## src/rtl/pic_pkg.sv

```systemverilog
package pic_pkg;
  localparam int DATA_W = 8;
  localparam int ADDR_W = 3;

  typedef enum logic [ADDR_W-1:0] {
    SEL_MASK = 3'd0,
    SEL_MODE = 3'd1,
    SEL_BASE = 3'd2,
    SEL_CMD  = 3'd3,   // write: end of interrupt, read: request register
    SEL_SVC  = 3'd4    // read: in-service register
  } reg_sel_e;
endpackage

```

## src/rtl/pic_prio_pick.sv

```systemverilog
// Fixed-priority picker: lowest index wins.
module pic_prio_pick #(
  parameter int N_LVL = 8,
  localparam int IDX_W = (N_LVL > 1) ? $clog2(N_LVL) : 1
) (
  input  logic [N_LVL-1:0] vec,
  output logic             any,
  output logic [IDX_W-1:0] idx,
  output logic [N_LVL-1:0] onehot
);
  logic [N_LVL:0] seen;

  assign seen[0] = 1'b0;

  genvar g;
  generate
    for (g = 0; g < N_LVL; g++) begin : g_chain
      assign seen[g+1]  = seen[g] | vec[g];
      assign onehot[g]  = vec[g] & ~seen[g];
    end
  endgenerate

  assign any = seen[N_LVL];

  always_comb begin
    idx = '0;
    for (int i = 0; i < N_LVL; i++) begin
      if (onehot[i]) idx = idx | IDX_W'(i);
    end
  end
endmodule

```

## src/rtl/pic_req_track.sv

```systemverilog
// Request register with edge or level capture.
module pic_req_track #(
  parameter int N_LVL = 8
) (
  input  logic             clk,
  input  logic             rst_n,
  input  logic [N_LVL-1:0] irq_in,
  input  logic             edge_mode,
  input  logic [N_LVL-1:0] grant,
  output logic [N_LVL-1:0] irr
);
  logic [N_LVL-1:0] irq_q;
  logic [N_LVL-1:0] irr_q;
  logic [N_LVL-1:0] irr_d;
  logic [N_LVL-1:0] rise;

  always_comb begin
    rise = irq_in & ~irq_q;
    if (edge_mode) begin
      irr_d = (irr_q & ~grant) | rise;
    end else begin
      irr_d = irq_in & ~grant;
    end
  end

  always_ff @(posedge clk or negedge rst_n) begin
    if (!rst_n) begin
      irq_q <= '0;
      irr_q <= '0;
    end else begin
      irq_q <= irq_in;
      irr_q <= irr_d;
    end
  end

  assign irr = irr_q;
endmodule

```

## src/rtl/pic_reg_port.sv

```systemverilog
// Software register port.
module pic_reg_port
  import pic_pkg::*;
#(
  parameter int N_LVL = 8,
  localparam int IDX_W  = (N_LVL > 1) ? $clog2(N_LVL) : 1,
  localparam int BASE_W = DATA_W - IDX_W
) (
  input  logic              clk,
  input  logic              rst_n,
  input  logic              cs_n,
  input  logic              rd_n,
  input  logic              wr_n,
  input  logic [ADDR_W-1:0] addr,
  input  logic [DATA_W-1:0] din,
  input  logic [N_LVL-1:0]  irr,
  input  logic [N_LVL-1:0]  isr,
  output logic [N_LVL-1:0]  mask,
  output logic              edge_mode,
  output logic [BASE_W-1:0] base,
  output logic              eoi_fire,
  output logic              rd_en,
  output logic [DATA_W-1:0] rd_data
);
  logic              wstb;
  logic              wstb_q;
  logic              wr_fire;
  logic              mask_we;
  logic              mode_we;
  logic              base_we;
  logic [N_LVL-1:0]  mask_q;
  logic              edge_q;
  logic [BASE_W-1:0] base_q;

  always_comb begin
    wstb     = ~cs_n & ~wr_n;
    wr_fire  = wstb & ~wstb_q;
    mask_we  = wr_fire && (addr == SEL_MASK);
    mode_we  = wr_fire && (addr == SEL_MODE);
    base_we  = wr_fire && (addr == SEL_BASE);
    eoi_fire = wr_fire && (addr == SEL_CMD);
  end

  always_ff @(posedge clk or negedge rst_n) begin
    if (!rst_n) begin
      wstb_q <= 1'b0;
      mask_q <= '1;
      edge_q <= 1'b0;
      base_q <= '0;
    end else begin
      wstb_q <= wstb;
      if (mask_we) mask_q <= din[N_LVL-1:0];
      if (mode_we) edge_q <= din[0];
      if (base_we) base_q <= din[DATA_W-1:IDX_W];
    end
  end

  always_comb begin
    rd_en = ~cs_n & ~rd_n;
    case (addr)
      SEL_MASK: rd_data = DATA_W'(mask_q);
      SEL_MODE: rd_data = DATA_W'(edge_q);
      SEL_BASE: rd_data = {base_q, {IDX_W{1'b0}}};
      SEL_CMD:  rd_data = DATA_W'(irr);
      SEL_SVC:  rd_data = DATA_W'(isr);
      default:  rd_data = '0;
    endcase
  end

  assign mask      = mask_q;
  assign edge_mode = edge_q;
  assign base      = base_q;
endmodule

```

## src/rtl/pic_ack_seq.sv

```systemverilog
// Two-pulse acknowledge sequencer.
module pic_ack_seq #(
  parameter int N_LVL = 8,
  localparam int IDX_W = (N_LVL > 1) ? $clog2(N_LVL) : 1
) (
  input  logic             clk,
  input  logic             rst_n,
  input  logic             inta_n,
  input  logic             int_req,
  input  logic [N_LVL-1:0] pend_onehot,
  input  logic [IDX_W-1:0] pend_idx,
  output logic [N_LVL-1:0] grant,
  output logic [IDX_W-1:0] vec_lvl,
  output logic             vec_active
);
  logic             inta_q;
  logic             phase_q;
  logic             phase_d;
  logic [IDX_W-1:0] lvl_q;
  logic [IDX_W-1:0] lvl_d;
  logic             lvl_we;
  logic             vec_q;
  logic             vec_d;
  logic             fall;
  logic             first_fall;
  logic             second_fall;

  always_comb begin
    fall        = inta_q & ~inta_n;
    first_fall  = fall & ~phase_q;
    second_fall = fall & phase_q;
    phase_d     = phase_q;
    if (first_fall)  phase_d = 1'b1;
    if (second_fall) phase_d = 1'b0;
    lvl_we = first_fall;
    lvl_d  = int_req ? pend_idx : IDX_W'(N_LVL - 1);
    grant  = (first_fall && int_req) ? pend_onehot : '0;
    if (second_fall)  vec_d = 1'b1;
    else if (inta_n)  vec_d = 1'b0;
    else              vec_d = vec_q;
  end

  always_ff @(posedge clk or negedge rst_n) begin
    if (!rst_n) begin
      inta_q  <= 1'b1;
      phase_q <= 1'b0;
      lvl_q   <= '0;
      vec_q   <= 1'b0;
    end else begin
      inta_q  <= inta_n;
      phase_q <= phase_d;
      vec_q   <= vec_d;
      if (lvl_we) lvl_q <= lvl_d;
    end
  end

  assign vec_lvl    = lvl_q;
  assign vec_active = vec_q;
endmodule

```

## src/rtl/pic_ctrl.sv

```systemverilog
// Top: request/mask/in-service tracking with fixed priority.
module pic_ctrl
  import pic_pkg::*;
#(
  parameter int N_LVL = 8,
  localparam int IDX_W  = (N_LVL > 1) ? $clog2(N_LVL) : 1,
  localparam int BASE_W = DATA_W - IDX_W
) (
  input  logic              clk,
  input  logic              rst_n,
  input  logic [N_LVL-1:0]  irq_in,
  input  logic              cs_n,
  input  logic              rd_n,
  input  logic              wr_n,
  input  logic [ADDR_W-1:0] addr,
  input  logic [DATA_W-1:0] din,
  input  logic              inta_n,
  output logic [DATA_W-1:0] dout,
  output logic              dout_en,
  output logic              int_out
);
  logic [N_LVL-1:0]  irr_w;
  logic [N_LVL-1:0]  mask_w;
  logic [N_LVL-1:0]  pend;
  logic [N_LVL-1:0]  grant_w;
  logic [N_LVL-1:0]  isr_q;
  logic [N_LVL-1:0]  isr_d;
  logic [N_LVL-1:0]  eoi_clr;
  logic [N_LVL-1:0]  pend_oh;
  logic [N_LVL-1:0]  isr_oh;
  logic [IDX_W-1:0]  pend_idx;
  logic [IDX_W-1:0]  isr_idx;
  logic [IDX_W-1:0]  vec_lvl;
  logic [BASE_W-1:0] base_w;
  logic [DATA_W-1:0] rd_data;
  logic              pend_any;
  logic              isr_any;
  logic              edge_mode;
  logic              eoi_fire;
  logic              rd_en;
  logic              vec_active_w;
  logic              int_req;

  pic_reg_port #(.N_LVL(N_LVL)) u_port (
    .clk(clk), .rst_n(rst_n), .cs_n(cs_n), .rd_n(rd_n), .wr_n(wr_n),
    .addr(addr), .din(din), .irr(irr_w), .isr(isr_q),
    .mask(mask_w), .edge_mode(edge_mode), .base(base_w),
    .eoi_fire(eoi_fire), .rd_en(rd_en), .rd_data(rd_data)
  );

  pic_req_track #(.N_LVL(N_LVL)) u_req (
    .clk(clk), .rst_n(rst_n), .irq_in(irq_in), .edge_mode(edge_mode),
    .grant(grant_w), .irr(irr_w)
  );

  assign pend = irr_w & ~mask_w;

  pic_prio_pick #(.N_LVL(N_LVL)) u_pick_pend (
    .vec(pend), .any(pend_any), .idx(pend_idx), .onehot(pend_oh)
  );

  pic_prio_pick #(.N_LVL(N_LVL)) u_pick_svc (
    .vec(isr_q), .any(isr_any), .idx(isr_idx), .onehot(isr_oh)
  );

  // raise only above everything in service
  assign int_req = pend_any & (~isr_any | (pend_idx < isr_idx));

  pic_ack_seq #(.N_LVL(N_LVL)) u_ack (
    .clk(clk), .rst_n(rst_n), .inta_n(inta_n), .int_req(int_req),
    .pend_onehot(pend_oh), .pend_idx(pend_idx),
    .grant(grant_w), .vec_lvl(vec_lvl), .vec_active(vec_active_w)
  );

  // end of interrupt drops the highest-priority service bit
  always_comb begin
    eoi_clr = eoi_fire ? isr_oh : '0;
    isr_d   = (isr_q & ~eoi_clr) | grant_w;
  end

  always_ff @(posedge clk or negedge rst_n) begin
    if (!rst_n) isr_q <= '0;
    else        isr_q <= isr_d;
  end

  always_comb begin
    if (vec_active_w)  dout = {base_w, vec_lvl};
    else if (rd_en)    dout = rd_data;
    else               dout = '0;
    dout_en = vec_active_w | rd_en;
  end

  assign int_out = int_req;
endmodule

```

## config.mk

```make
export PLATFORM = sky130hd
export DESIGN_NAME = pic_ctrl
export DESIGN_NICKNAME = d
export VERILOG_FILES = /design/src/rtl/pic_pkg.sv /design/src/rtl/pic_prio_pick.sv /design/src/rtl/pic_req_track.sv /design/src/rtl/pic_reg_port.sv /design/src/rtl/pic_ack_seq.sv /design/src/rtl/pic_ctrl.sv
export SDC_FILE = /design/constraint.sdc
export NUM_CORES = 1
export LEC_CHECK = 0
export CAP_MARGIN = 40
export CORE_MARGIN = 2
export CORE_UTILIZATION = 49
export DETAILED_ROUTE_END_ITERATION = 8
export HOLD_SLACK_MARGIN = 0.05
export PLACE_DENSITY = 0.76
export SLEW_MARGIN = 20
export SYNTH_ARGS = -nofsm -noshare
export SYNTH_HDL_FRONTEND = slang
export SYNTH_SLANG_ARGS = --single-unit
export TNS_END_PERCENT = 20
```

## constraint.sdc

```tcl
create_clock -name clk -period 2.6 [get_ports clk]
set_input_delay 0.52 -clock clk [delete_from_list [all_inputs] [get_ports clk]]
set_output_delay 0.52 -clock clk [all_outputs]
set_load 0.02 [all_outputs]
```

==> flow_summary.toml, run 1 <==
[status]
run_status = "finished, violations left"
violations = "setup timing"

[detailed_routing]
vias_per_cell = 5.603
highest_layer = "met4"
dr_wl_met3_um = 355
drc = 0
vias = 2342
wl_met1_mm = 2.872
routed_wl_mm = 6.914
drt_pass1_iterations = 4
routedWlPerCell_um = 16.54
met2WireLength_mm = 3.457
initialDrtViolationCount = 147
ant_nets = 0

[cts]
clk_pin_slew_ns = 0.08
worstSkewPairLatency_ns = 0.29
cts_sinks = 45
cts-buffers-inserted = 5
cts_tree = "built"
cts-htree-levels = 2
cts_buffer_depth = 2
cts_root_buf = "clkbuf_8"

[worst_setup_path]
end_kind = "output pin"
startpoint = "u_port.mask[0]"
path_cells = "and2b_4 -> nor2_4 -> nand3_2 -> a21oi_2 -> ha_1 -> a211oi_2 -> o21ai_2 -> o31a_4 -> nor2_4 -> buf_6"
ff2ff_path_depth = 12
start_kind = "flip-flop"
crit_top_cell = "nor2_4"
rrSetupSlack_ns = -0.21
critPathRequiredTime_ns = 2.08
worstSetupPathType = "reg -> out"
slowest_delay_ns = 0.54
crit-reg2reg-launch = "u_port.mask[0]"
rr_endpoint = "u_req.irr[0]"
crit_family = "compound AO/OA/AOI/OAI gates"
cp.arrival_ns = 2.60
crit_cells = 10
path_buf_inv = 1
critPathSlowestCell = "dfstp_2"
path_max_fanout = 2
crit_end = "int_out"

[placed_design]
io_buffers = 34
placedCellCount = 405
place.gp.congestion = 0.9277
pre_cts_slack_ns = -0.6350
dpl.hpwl_mm = 5.245
placed_area_sq_um = 3299

[sta]
skew_ns = 0.006570
max-slew-margin-rel_pct = 65.53
min_period_ns = 3.117
maxSlewViolCount = 0
setup_viol = 16
hold_viol_final = 0
fin_hold_ws_ns = 0.1938
fmax_mhz = 320.9
worstMarginPinSlew_ns = 0.5170
post-route-period-util_pct = 119.9
setup_ws_ns = -0.5165
rsz0062_at_grt = "yes"

[yosys]
syn_area_sq_um = 2440
syn_area_per_cell_sq_um = 9.606
synth_mux_area_share_pct = 7.282
synth-adder-area-share_pct = 1.026
yosys.area_share.simple_pct = 23.03
synth_fp_nets = 281
yosys_warnings = 0
synth-compound-area-share_pct = 19.95
ys_types = 44
synthXorXnorAreaFrac_pct = 0
synth_cells = 254
ys_seq_area_share_pct = 46.62
synth_top_family_by_area = "simple AND/OR/NAND/NOR gates"
synth.ff_latch_count = 45

[floorplan]
io_pins = 35
start_util_pct = 51.32
core_area_sq_um = 4755
die_area_sq_um = 5560
rows = 25
die_width_um = 74.57
die_h_um = 74.57

[final_layout]
area_growth_pct = 43.44
finalInstanceArea_sq_um = 3500
num_antenna_cells = 0
layout-drive-gt1-share_pct = 36.18
finalNetCount = 377
layout.cells.non_filler = 418

[global_route]
grt_pass1_vias = 2230
grt_pass1_wl_mm = 10.46
overflow = 0
grt_usage_pct = 25.43
antenna_found_initial = 0
grt_max_degree = 25

[power_and_ir_drop]
power_mw = 3.369
vdd_ir_drop_max_mv = 0.5805
power_leakage_nw = 1.510
cellPowerDensity_nw_per_um2 = 962.7

[hold_path]
min_path_type = "in -> async"

[run]
max-cap-violations = 0
-- worst min-delay path by stage --
stage | end | slack [ns] | depth (start not counted)
global route | isr_q[6] | 0.22 | 1
detailed placement | u_req.irr[3] | 0.42 | 1
CTS | isr_q[6] | 0.20 | 1
global placement | u_req.irr[1] | 0.41 | 1
floorplan | isr_q[0] | 0.22 | 0
finish | isr_q[6] | 0.19 | 1
-- per-stage QoR --
step,util [%],setup TNS (ns)
5_1_grt,73.61,-3.649
3_5_place_dp,69.39,-5.008
4_1_cts,71.32,-1.156
3_3_place_gp,68.82,-4.564
6_report,73.61,-2.164
2_1_floorplan,-,-0.08313
-- registers in the layout, indices dropped and copies added, names as in the netlist --
name and flops:
u_req.irr 8, u_ack.inta_q 1, u_port.base 5, u_port.edge_mode 1, u_port.mask 8, isr_q 8
u_req.irq_q 8, u_ack.vec_active 1, u_ack.phase_q 1, u_ack.vec_lvl 3, u_port.wstb_q 1
-- layout by cell type (no fill, tap or decap), types with 3 or more instances in the layout --
master	count
dlymetal6s2s_1	3
nand3_2	3
nand3b_1	3
dfstp_2	9
nor2b_1	6
a21oi_1	12
nand2b_1	11
nor4_4	3
or3_1	3
clkbuf_8	6
dfrtp_1	36
buf_4	62
nor3_1	4
o2bb2ai_2	4
nor2_1	23
o21ai_0	22
clkdlybuf4s50_1	20
a22oi_1	7
nand2_1	27
and2_1	3
buf_2	6
nand3_1	4
mux2_2	14
inv_1	3
o21ai_1	11
-- report_power, final --
part           internal, mW  switching, mW  leakage [nW]  total, mW
clock network         0.217          0.220        0.0455      0.437
logic                 0.956          0.969         0.943       1.92
registers             0.898          0.109         0.521       1.01
total                  2.07           1.30          1.51       3.37
-- logic make-up after synthesis --
logic type | Yosys count
adder cells (fa/ha/maj) | 2
AO/OA/AOI/OAI | 76
buffers and inverters | 11
AND/OR/NAND/NOR | 104
flip-flops | 45
multiplexers | 16
-- layer usage --
layer | vias to the layer above | GRT usage, %
li1 | 1112 | -
met3 | 25 | 4.743
met2 | 74 | 42.28
met1 | 1131 | 32.99
met5 | - | 0
met4 | 0 | 9.921
-- synth_stat cells --
cell type | instances | area [sq um]
nand3b_1 | 3 | 22.52
nand2b_1 | 11 | 68.82
a211oi_1 | 1 | 7.510
nor2b_1 | 6 | 37.54
mux2i_1 | 2 | 20.02
a221oi_2 | 1 | 15.01
nand2b_4 | 1 | 13.76
a21oi_1 | 13 | 65.06
nand2_1 | 27 | 101.4
o41ai_1 | 2 | 17.52
a32oi_1 | 1 | 8.760
nand3_1 | 7 | 35.03
mux2_2 | 14 | 157.7
o21bai_1 | 2 | 15.01
o31a_4 | 1 | 17.52
a31oi_1 | 2 | 12.51
nor2_1 | 25 | 93.84
nor4_1 | 2 | 12.51
buf_2 | 2 | 10.01
or4_1 | 1 | 7.510
o21ai_1 | 2 | 10.01
clkbuf_1 | 5 | 18.77
nor4_4 | 2 | 42.54
and2b_4 | 2 | 20.02
o21ai_0 | 32 | 160.2
and2b_1 | 2 | 15.01
inv_1 | 3 | 11.26
a22oi_1 | 7 | 52.55
o32ai_2 | 1 | 16.27
or4b_2 | 1 | 10.01
o31ai_1 | 4 | 30.03
or3_1 | 3 | 18.77
and2_1 | 3 | 18.77
o2bb2ai_1 | 4 | 35.03
o21ai_2 | 1 | 8.760
dfstp_2 | 9 | 236.5
o31a_1 | 1 | 8.760
buf_6 | 1 | 11.26
ha_1 | 2 | 25.02
dfrtp_1 | 36 | 900.9
nor3_1 | 5 | 25.02
nand4_1 | 1 | 6.260
and3_1 | 2 | 12.51
o22ai_1 | 1 | 6.260
-- area by class of cell --
class                           count  area [sq um]
Clock buffer                        8         90.09
Fill cell                         359          1255
Inverter                            3         11.26
Multi-Input combinational cell    198          1361
Sequential cell                    45          1137
Tap cell                           67         83.83
Timing Repair Buffer               97         815.8
-- worst register-to-register path: cells and delay by family (launching register included) --
kind | cells | cell delay (ns)
AOI/OAI and AO/OA | 6 | 1.17
and+or+nand+nor | 3 | 0.42
buffers and inverters | 2 | 0.28
DFF | 1 | 0.54
adders and majority gates | 1 | 0.28
-- what timing repair did --
| action | in CTS | in global routing |
|---|---|---|
| hold endpoints to repair | 0 | 0 |
| buffers inserted | 1 | 4 |
| hold buffers | 0 | 0 |
| gates resized for setup | 42 | 33 |
| pin swaps | 4 | 7 |
| endpoints found under the setup margin | 16 | 25 |
No activity file was read; power rests on OpenSTA's default activity.
==> run 2, diff against run 1 <==
--- a/config.mk
+++ b/config.mk
@@ -7,10 +7,10 @@
 export LEC_CHECK = 0
 export CAP_MARGIN = 40
 export CORE_MARGIN = 2
-export CORE_UTILIZATION = 49
+export CORE_UTILIZATION = 54
 export DETAILED_ROUTE_END_ITERATION = 8
 export HOLD_SLACK_MARGIN = 0.05
-export PLACE_DENSITY = 0.76
+export PLACE_DENSITY = 0.79
 export SLEW_MARGIN = 20
 export SYNTH_ARGS = -nofsm -noshare
 export SYNTH_HDL_FRONTEND = slang
==> constraint.sdc (replaced) <==
create_clock -name clk -period 3.3 [get_ports clk]
set_input_delay 0.66 -clock clk [delete_from_list [all_inputs] [get_ports clk]]
set_output_delay 0.66 -clock clk [all_outputs]
set_load 0.02 [all_outputs]
==> flow_summary.toml, run 2 (synthesis results as in run 1) <==
[cts]
worstSkewPairLatency_ns = 0.30
cts_sinks = 45
hold_buffers = 0
cts-buffers-inserted = 5
clk_pin_slew_ns = 0.08
cts-htree-levels = 2
cts_root_buf = "clkbuf_8"
cts_buffer_depth = 2
cts_tree = "built"

[placed_design]
placed_area_sq_um = 3173
io_buffers = 34
dpl.hpwl_mm = 5.188
placedCellCount = 380
pre_cts_slack_ns = -0.1827
place.gp.congestion = 0.9347

[global_route]
antenna_found_initial = 0
grt_usage_pct = 27.86
overflow = 0
grt_pass1_vias = 2344
grt_max_degree = 29
grt_pass1_wl_mm = 10.92

[sta]
fmax_mhz = 302.9
min_period_ns = 3.301
rsz0062_at_grt = "yes"
setup_ws_ns = -0.001110
setup_viol = 1
post-route-period-util_pct = 100.0
worstMarginPinSlew_ns = 0.4415
hold_viol_final = 0
fin_hold_ws_ns = 0.2884
maxSlewViolCount = 0
skew_ns = 0.008633
max-slew-margin-rel_pct = 70.43

[final_layout]
final.fill_count = 324
layout.cells.non_filler = 389
layout-drive-gt1-share_pct = 28.49
final_common_cell = "buf_4"
fin_util_pct = 75.37
area_growth_pct = 34.51
layout_common_cells = "buf_4 (49), dfrtp_1 (36), o21ai_0 (32)"
finalNetCount = 363
finalInstanceArea_sq_um = 3282
num_antenna_cells = 0

[floorplan]
rows = 24
core_area_sq_um = 4354
start_util_pct = 56.03
die_area_sq_um = 5072
die_h_um = 71.22
die_width_um = 71.22
io_pins = 35

[worst_setup_path]
crit_top_cell = "nor2_2"
path_max_fanout = 2
worstSetupPathType = "reg -> out"
slowest_delay_ns = 0.53
end_kind = "output pin"
start_kind = "flip-flop"
critPathRequiredTime_ns = 2.64
path_buf_inv = 1
critPathSlowestCell = "dfstp_2"
cp.arrival_ns = 2.64
path_cells = "and2b_4 -> nor2_2 -> nand3_1 -> a21oi_2 -> ha_1 -> a211oi_2 -> o21ai_2 -> o31a_4 -> nor2_2 -> buf_4"
crit_family = "compound AO/OA/AOI/OAI gates"

[power_and_ir_drop]
cellPowerDensity_nw_per_um2 = 730.1
power_leakage_nw = 1.428
vdd_ir_drop_max_mv = 0.4442

[detailed_routing]
ant_nets = 0
initialDrtViolationCount = 184
routed_wl_mm = 6.615
vias = 2334
drt_pass1_iterations = 5
drc = 0
routedWlPerCell_um = 17.01
vias_per_cell = 6.000

[hold_path]
min_path_type = "in -> async"

[status]
violations = "setup timing"
run_status = "finished, violations left"

[run]
max-cap-violations = 0
-- run 2: changes by cell type in the layout (fill, tap and decap cells not counted), moves of 3 or more --
cell	before	now
buf_2	6	1
nand3_1	4	7
nand3_2	3	0
o2bb2ai_2	4	0
o2bb2ai_1	0	4
buf_4	62	49
o21ai_1	11	2
o21ai_0	22	32
clkdlybuf4s50_1	20	24
dlygate4sd2_1	1	6
-- run 2: metrics by stage --
stage                      TNS [ns]  power (mW)
after floorplan                   0       1.469
after global placement      -0.7364       1.981
after detailed placement     -1.086       2.025
after CTS                 -0.001976       2.376
after global routing       -0.07428       2.525
final                     -0.001110       2.396
-- run 2: timing repair --
item,4_1_cts,5_1_grt
gates resized for setup,14,5
buffers inserted,0,1
pin swaps,0,4
endpoints found under the setup margin,9,3
-- run 2: layer usage --
metal,track usage (%),wire length [um],vias up
li1,-,-,1092
met5,0,0,-
met1,35.54,2723,1113
met4,10.69,238,0
met2,47.43,3264,104
met3,4.923,388,25
-- run 2: layout make-up --
class                      count  area, sq um  share of cell area [%]
clock buffer                   8        90.09                   2.745
inverter                       3        11.26                  0.3431
multi-input combinational    198         1267                   38.62
sequential                    45         1137                   34.65
tap                           52        65.06                   1.982
timing repair buffer          83        710.7                   21.65
-- run 2: final timing paths --
| path | from | end | slack [ns] | cells past startpoint |
|---|---|---|---|---|
| max in group asynchronous | rst_n | u_ack.inta_q | 2.45 | 2 |
| min in group clk | u_req.irq_q[1] | u_req.irr[1] | 0.43 | 1 |
| setup reg to reg | u_port.mask[0] | u_req.irr[4] | 0.45 | 11 |
| hold reg to reg | u_req.irq_q[1] | u_req.irr[1] | 0.43 | 1 |
| hold / removal | rst_n | u_req.irq_q[3] | 0.29 | 1 |
| setup / recovery | u_port.mask[0] | int_out | -0.001 | 10 |
-- run 2: power by group --
part,switching [mW],internal (mW)
logic,0.656,0.596
registers,0.0889,0.708
clock network,0.177,0.171
total,0.922,1.47
